[config.mk]
export PLATFORM = sky130hd
export DESIGN_NAME = irq_entry_seq
export DESIGN_NICKNAME = d
export VERILOG_FILES = /design/src/rtl/irq_entry_pkg.sv /design/src/rtl/irq_take_ctl.sv /design/src/rtl/irq_sr_build.sv /design/src/rtl/irq_ctx_regs.sv /design/src/rtl/irq_entry_seq.sv
export SDC_FILE = /design/constraint.sdc
export NUM_CORES = 1
export LEC_CHECK = 0
export BUFFER_PORTS_ARGS = -buffer_cell sky130_fd_sc_hd__buf_2
export CAP_MARGIN = 5
export CORE_UTILIZATION = 39
export DETAILED_ROUTE_END_ITERATION = 6
export GPL_TIMING_DRIVEN = 0
export PLACE_DENSITY = 0.76
export SYNTH_ARGS = -nofsm -noshare
export SYNTH_HDL_FRONTEND = slang
export SYNTH_SLANG_ARGS = --single-unit
[constraint.sdc]
create_clock -name clk -period 1.8 [get_ports clk]
set_input_delay 0.18 -clock clk [delete_from_list [all_inputs] [get_ports clk]]
set_output_delay 0.18 -clock clk [all_outputs]
set_load 0.005 [all_outputs]
[src/rtl/irq_entry_pkg.sv]
package irq_entry_pkg;
   typedef enum logic [0:0] {
      SEQ_IDLE  = 1'b0,
      SEQ_ENTER = 1'b1
   } seq_state_e;

   localparam int unsigned DEF_XLEN   = 32;
   localparam int unsigned DEF_BLK    = 28;
   localparam int unsigned DEF_BNK    = 29;
   localparam int unsigned DEF_PRIV   = 30;
   localparam int unsigned DEF_MSK_LO = 4;
   localparam int unsigned DEF_MSK_W  = 4;
endpackage

[src/rtl/irq_take_ctl.sv]
module irq_take_ctl
   import irq_entry_pkg::*;
#(
   parameter int unsigned XLEN    = DEF_XLEN,
   parameter int unsigned BLK_POS = DEF_BLK
) (
   input  logic            clk,
   input  logic            rst_n,
   input  logic            irq_req,
   input  logic            insn_brk,
   input  logic [XLEN-1:0] sr_cur,
   output logic            take,
   output logic            redirect
);
   seq_state_e state_q, state_d;

   always_comb begin
      take    = (state_q == SEQ_IDLE) && irq_req && insn_brk && !sr_cur[BLK_POS];
      state_d = take ? SEQ_ENTER : SEQ_IDLE;
   end

   always_ff @(posedge clk) begin
      if (!rst_n) state_q <= SEQ_IDLE;
      else        state_q <= state_d;
   end

   assign redirect = (state_q == SEQ_ENTER);
endmodule

[src/rtl/irq_sr_build.sv]
module irq_sr_build
   import irq_entry_pkg::*;
#(
   parameter int unsigned XLEN     = DEF_XLEN,
   parameter int unsigned BLK_POS  = DEF_BLK,
   parameter int unsigned BNK_POS  = DEF_BNK,
   parameter int unsigned PRIV_POS = DEF_PRIV
) (
   input  logic [XLEN-1:0] sr_cur,
   output logic [XLEN-1:0] sr_set
);
   for (genvar i = 0; i < XLEN; i++) begin : g_bit
      if (i == BLK_POS || i == BNK_POS || i == PRIV_POS) begin : g_force
         assign sr_set[i] = 1'b1;
      end else begin : g_keep
         assign sr_set[i] = sr_cur[i];
      end
   end
endmodule

[src/rtl/irq_ctx_regs.sv]
module irq_ctx_regs
   import irq_entry_pkg::*;
#(
   parameter int unsigned XLEN    = DEF_XLEN,
   parameter int unsigned CODE_W  = 12,
   parameter int unsigned EVTB_W  = 16,
   parameter logic [31:0] VEC_OFF = 32'h0000_0600
) (
   input  logic              clk,
   input  logic              rst_n,
   input  logic              take,
   input  logic [CODE_W-1:0] irq_code,
   input  logic [XLEN-1:0]   sr_cur,
   input  logic [XLEN-1:0]   sr_set,
   input  logic [XLEN-1:0]   pc_next,
   input  logic [XLEN-1:0]   vbr_in,
   output logic [CODE_W-1:0] evt_a,
   output logic [EVTB_W-1:0] evt_b,
   output logic [XLEN-1:0]   saved_sr,
   output logic [XLEN-1:0]   saved_pc,
   output logic [XLEN-1:0]   sr_new,
   output logic [XLEN-1:0]   fetch_addr
);
   localparam logic [XLEN-1:0] OFF_X = XLEN'(VEC_OFF);

   logic [EVTB_W-1:0] code_wide;

   if (EVTB_W == CODE_W) begin : g_evt_same
      assign code_wide = irq_code;
   end else begin : g_evt_ext
      assign code_wide = {{(EVTB_W-CODE_W){1'b0}}, irq_code};
   end

   always_ff @(posedge clk) begin
      if (!rst_n) begin
         evt_a      <= '0;
         evt_b      <= '0;
         saved_sr   <= '0;
         saved_pc   <= '0;
         sr_new     <= '0;
         fetch_addr <= '0;
      end else if (take) begin
         evt_a      <= irq_code;
         evt_b      <= code_wide;
         saved_sr   <= sr_cur;
         saved_pc   <= pc_next;
         sr_new     <= sr_set;
         fetch_addr <= vbr_in + OFF_X;
      end
   end
endmodule

[src/rtl/irq_entry_seq.sv]
module irq_entry_seq
   import irq_entry_pkg::*;
#(
   parameter int unsigned XLEN     = DEF_XLEN,
   parameter int unsigned CODE_W   = 12,
   parameter int unsigned EVTB_W   = 16,
   parameter int unsigned BLK_POS  = DEF_BLK,
   parameter int unsigned BNK_POS  = DEF_BNK,
   parameter int unsigned PRIV_POS = DEF_PRIV,
   parameter logic [31:0] VEC_OFF  = 32'h0000_0600
) (
   input  logic              clk,
   input  logic              rst_n,
   input  logic              irq_req,
   input  logic [CODE_W-1:0] irq_code,
   input  logic              insn_brk,
   input  logic [XLEN-1:0]   sr_in,
   input  logic [XLEN-1:0]   pc_next,
   input  logic [XLEN-1:0]   vbr_in,
   output logic [CODE_W-1:0] evt_a,
   output logic [EVTB_W-1:0] evt_b,
   output logic [XLEN-1:0]   saved_sr,
   output logic [XLEN-1:0]   saved_pc,
   output logic [XLEN-1:0]   sr_new,
   output logic [XLEN-1:0]   fetch_addr,
   output logic              redirect
);
   if (EVTB_W < CODE_W) begin : g_bad_evt
      $error("EVTB_W must be at least CODE_W");
   end
   if (BLK_POS >= XLEN || BNK_POS >= XLEN || PRIV_POS >= XLEN) begin : g_bad_pos
      $error("status bit position outside XLEN");
   end
   if (BLK_POS == BNK_POS || BLK_POS == PRIV_POS || BNK_POS == PRIV_POS) begin : g_dup_pos
      $error("status bit positions must differ");
   end

   logic            take;
   logic [XLEN-1:0] sr_set;

   irq_take_ctl #(.XLEN(XLEN), .BLK_POS(BLK_POS)) u_ctl (
      .clk      (clk),
      .rst_n    (rst_n),
      .irq_req  (irq_req),
      .insn_brk (insn_brk),
      .sr_cur   (sr_in),
      .take     (take),
      .redirect (redirect)
   );

   irq_sr_build #(
      .XLEN(XLEN), .BLK_POS(BLK_POS), .BNK_POS(BNK_POS), .PRIV_POS(PRIV_POS)
   ) u_sr (
      .sr_cur (sr_in),
      .sr_set (sr_set)
   );

   irq_ctx_regs #(
      .XLEN(XLEN), .CODE_W(CODE_W), .EVTB_W(EVTB_W), .VEC_OFF(VEC_OFF)
   ) u_ctx (
      .clk        (clk),
      .rst_n      (rst_n),
      .take       (take),
      .irq_code   (irq_code),
      .sr_cur     (sr_in),
      .sr_set     (sr_set),
      .pc_next    (pc_next),
      .vbr_in     (vbr_in),
      .evt_a      (evt_a),
      .evt_b      (evt_b),
      .saved_sr   (saved_sr),
      .saved_pc   (saved_pc),
      .sr_new     (sr_new),
      .fetch_addr (fetch_addr)
   );
endmodule

==> impl_metrics.tcl <==
set metrics [dict create \
    fin_worst_skew_ns 0.00408 \
    cpPeakStageDelay_ns 0.48 \
    whs_endpoint "u_ctx.saved_pc[1]" \
    slew_headroom_pct 62.7 \
    postRouteAntennaNets 0 \
    start_util_pct 40.8 \
    period_needed_ns 1.66 \
    hp-class "in -> reg" \
    clock_latency_ns 0.33 \
    ys_ff_latch 110 \
    setup_viol 0 \
    finish.utilization_pct 57.4 \
    vdd_ir_drop_max_v 0.000646 \
    finalNonFillerCells 993 \
    worst_slack_ns 0.143 \
    drive_gt1_share_pct 40.7 \
    path_cells "buf_2 -> inv_1 -> ha_1 -> nand4b_1 -> or3_4 -> or4_1 -> a31oi_1" \
    worstReg2RegStart "u_ctl.redirect" \
    fillers 1066 \
    dpl.cell_count 978 \
    final_nets 961 \
    grt_max_degree 19 \
    crit_fanout 8 \
    max_freq_mhz 604 \
    grt_pass1_wl_mm 19.1 \
    min_path_cells 3 \
    die_h_um 110 \
    overflow 0 \
    hold_buffers 0 \
    synth_area_um2 4520 \
    start_kind "input port" \
    worstPathRequired_ns 2.07 \
    seq_area_frac_synth_pct 48.7 \
    hpwl_mm 9.95 \
    dr_total_vias 4635 \
    leakage_nw 3.10 \
    core_area_um2 11100 \
    multi_input_area_um2 1830 \
    hold_viol_final 0 \
    cts_root_buffer "clkbuf_16" \
    path_class "in -> reg" \
    dr.pass1.iters 4 \
    pwr_density_cell_nw_per_um2 800 \
    r2r_setup_slack_ns 0.20 \
    yosysUniqueCellTypes 33 \
    min_period_over_period_pct 92.1 \
    gp_congestion 0.780 \
    layout_common_cells "269 x buf_2, 178 x nand2_1, 110 x dfxtp_1, 94 x a21oi_1, 48 x buf_4" \
    place_ws_ns -0.458 \
    seq_area_um2 2200 \
    track_usage_pct 20.5 \
    slowest_stage "or4_1" \
    routedWlPerCell_um 13.0 \
    drc 0 \
    maxCapViolations 0 \
    r2r-end "u_ctx.fetch_addr[17]" \
    yosys_warnings 0 \
    die-area_um2 12000 \
    io-pin-count 269 \
    antenna_found_initial 0 \
    rsz0062_at_grt "false" \
    slew_viol_final 0 \
    rr_worst_depth 4 \
    die_w_um 110 \
    cts.sinks 110 \
    grt_pass1_vias 3978 \
    postSynthAreaPerCell_um2 7.92 \
    endpoint_kind "register" \
    row_count 38 \
    tightest_slew_ns 0.560 \
    clockBufferDepth 2 \
    worstPathArrival_ns 1.92 \
    status "finished clean" \
    layout_commonest_cell "buf_2" \
    drt_iter0_drc 216 \
    finalWirelength_mm 13.0 \
    viasPerCell 4.67 \
    cts_tree "yes" \
    clk_pin_slew_ns 0.07 \
    port-buffer-count 264 \
    h-tree-depth 3 \
    diodes 0 \
    cts_buffers 9 \
    syn_inst 571 \
    area_growth_pct 40.7 \
    hp-start "pc_next[1]" \
]
-- cells in the mapped netlist --
master / instances / area [µm²]
and3_1: 1 / 6.26
xnor2_1: 10 / 87.6
dfxtp_1: 110 / 2200
or2_2: 1 / 6.26
clkbuf_1: 34 / 128
nand4_4: 1 / 21.3
inv_1: 6 / 22.5
nand4_1: 2 / 12.5
buf_2: 1 / 5.00
nor4bb_1: 1 / 10.0
o2111ai_4: 1 / 26.3
nor2_1: 13 / 48.8
buf_1: 4 / 15.0
ha_1: 1 / 12.5
and4b_1: 1 / 10.0
conb_1: 1 / 3.75
o21ai_1: 10 / 50.1
nand3_1: 5 / 25.0
xor2_1: 4 / 35.0
and4_1: 1 / 8.76
nor3_1: 2 / 10.0
nor4_1: 4 / 25.0
or3_1: 4 / 25.0
nand4b_1: 2 / 17.5
nand2_1: 178 / 668
a211oi_1: 6 / 45.0
o21ai_0: 8 / 40.0
a31oi_1: 7 / 43.8
buf_4: 47 / 353
o31ai_1: 5 / 37.5
or4_1: 5 / 37.5
nand4bb_1: 1 / 11.3
a21oi_1: 94 / 470
-- metrics by stage --
| stage | area [µm²] | power, W | hold WS [ns] | TNS (ns) |
|---|---|---|---|---|
| after floorplan | 4530 | 0.00291 | 0.276 | 0 |
| after global placement | 6030 | 0.00324 | 0.422 | -32.56 |
| after detailed placement | 6030 | 0.00324 | 0.425 | -32.09 |
| after CTS | 6340 | 0.00515 | 0.0593 | 0 |
| after global routing | 6360 | 0.00533 | 0.0579 | 0 |
| final | 6360 | 0.00509 | 0.0762 | 0 |
-- worst max-delay path, delay by kind of cell --
kind,cells,cell delay (ns)
adder cells (fa/ha/maj),1,0.25
buffers and inverters,2,0.19
AO/OA/AOI/OAI,1,0.16
AND/OR/NAND/NOR,3,1.14
-- routing by layer --
layer | vias to the layer above | GRT usage [%] | routed length (µm)
met5 | - | 0 | 0
met4 | 0 | 5.33 | 83
met3 | 4 | 5.16 | 879
met2 | 178 | 36.6 | 6560
met1 | 2066 | 24.3 | 5430
li1 | 2387 | - | -
-- flip-flops by register name, indices dropped and copies added, names as in the netlist --
| name | cells |
|---|---|
| u_ctx.fetch_addr | 32 |
| u_ctx.saved_pc | 32 |
| u_ctx.saved_sr | 32 |
| u_ctx.evt_a | 12 |
| u_ctl.redirect | 1 |
| u_ctx.sr_new | 1 |
-- cells by family (layout without fill, tap and decap cells) --
family / count (synthesis) / after routing / share of synthesized area (%)
simple gates: 222 / 222 / 20.9
other cells: 1 / 4 / 0.0830
xor+xnor: 14 / 14 / 2.71
compound gates: 131 / 131 / 15.8
flops: 110 / 110 / 48.7
fa+ha+maj: 1 / 1 / 0.277
buf+inv: 92 / 371 / 11.6
-- cell type report --
cell class                      count  area share [%]
Tap cell                          140            2.75
Clock buffer                       11            3.82
Sequential cell                   110            34.6
Buffer                             84            8.05
Multi-Input combinational cell    372            28.8
Timing Repair Buffer              265            20.9
Clock inverter                      5           0.689
Inverter                            6           0.354
-- power breakdown --
group	switching (W)	internal, W	total (W)
registers	0.0000529	0.00252	0.00258
clock network	0.000903	0.000994	0.00190
logic	0.000313	0.000304	0.000617
total	0.00127	0.00382	0.00509
-- repair_timing --
item | CTS | global route
gates resized for setup | 13 | 7
buffers inserted | 1 | 0
endpoints found under the setup margin | 108 | 80
endpoints found under the hold margin | 0 | 0
gates cloned | 0 | 0
-- worst max path at each step --
stage,startpoint,end,cells after the start
2_1_floorplan,vbr_in[9],u_ctx.fetch_addr[31],7
3_5_place_dp,u_ctl.redirect,u_ctx.fetch_addr[11],5
3_3_place_gp,u_ctl.redirect,u_ctx.fetch_addr[11],5
4_1_cts,u_ctl.redirect,u_ctx.saved_pc[29],5
6_report,vbr_in[9],u_ctx.fetch_addr[31],7
5_1_grt,u_ctl.redirect,u_ctx.fetch_addr[12],4
(Power assumes the default switching activity.)
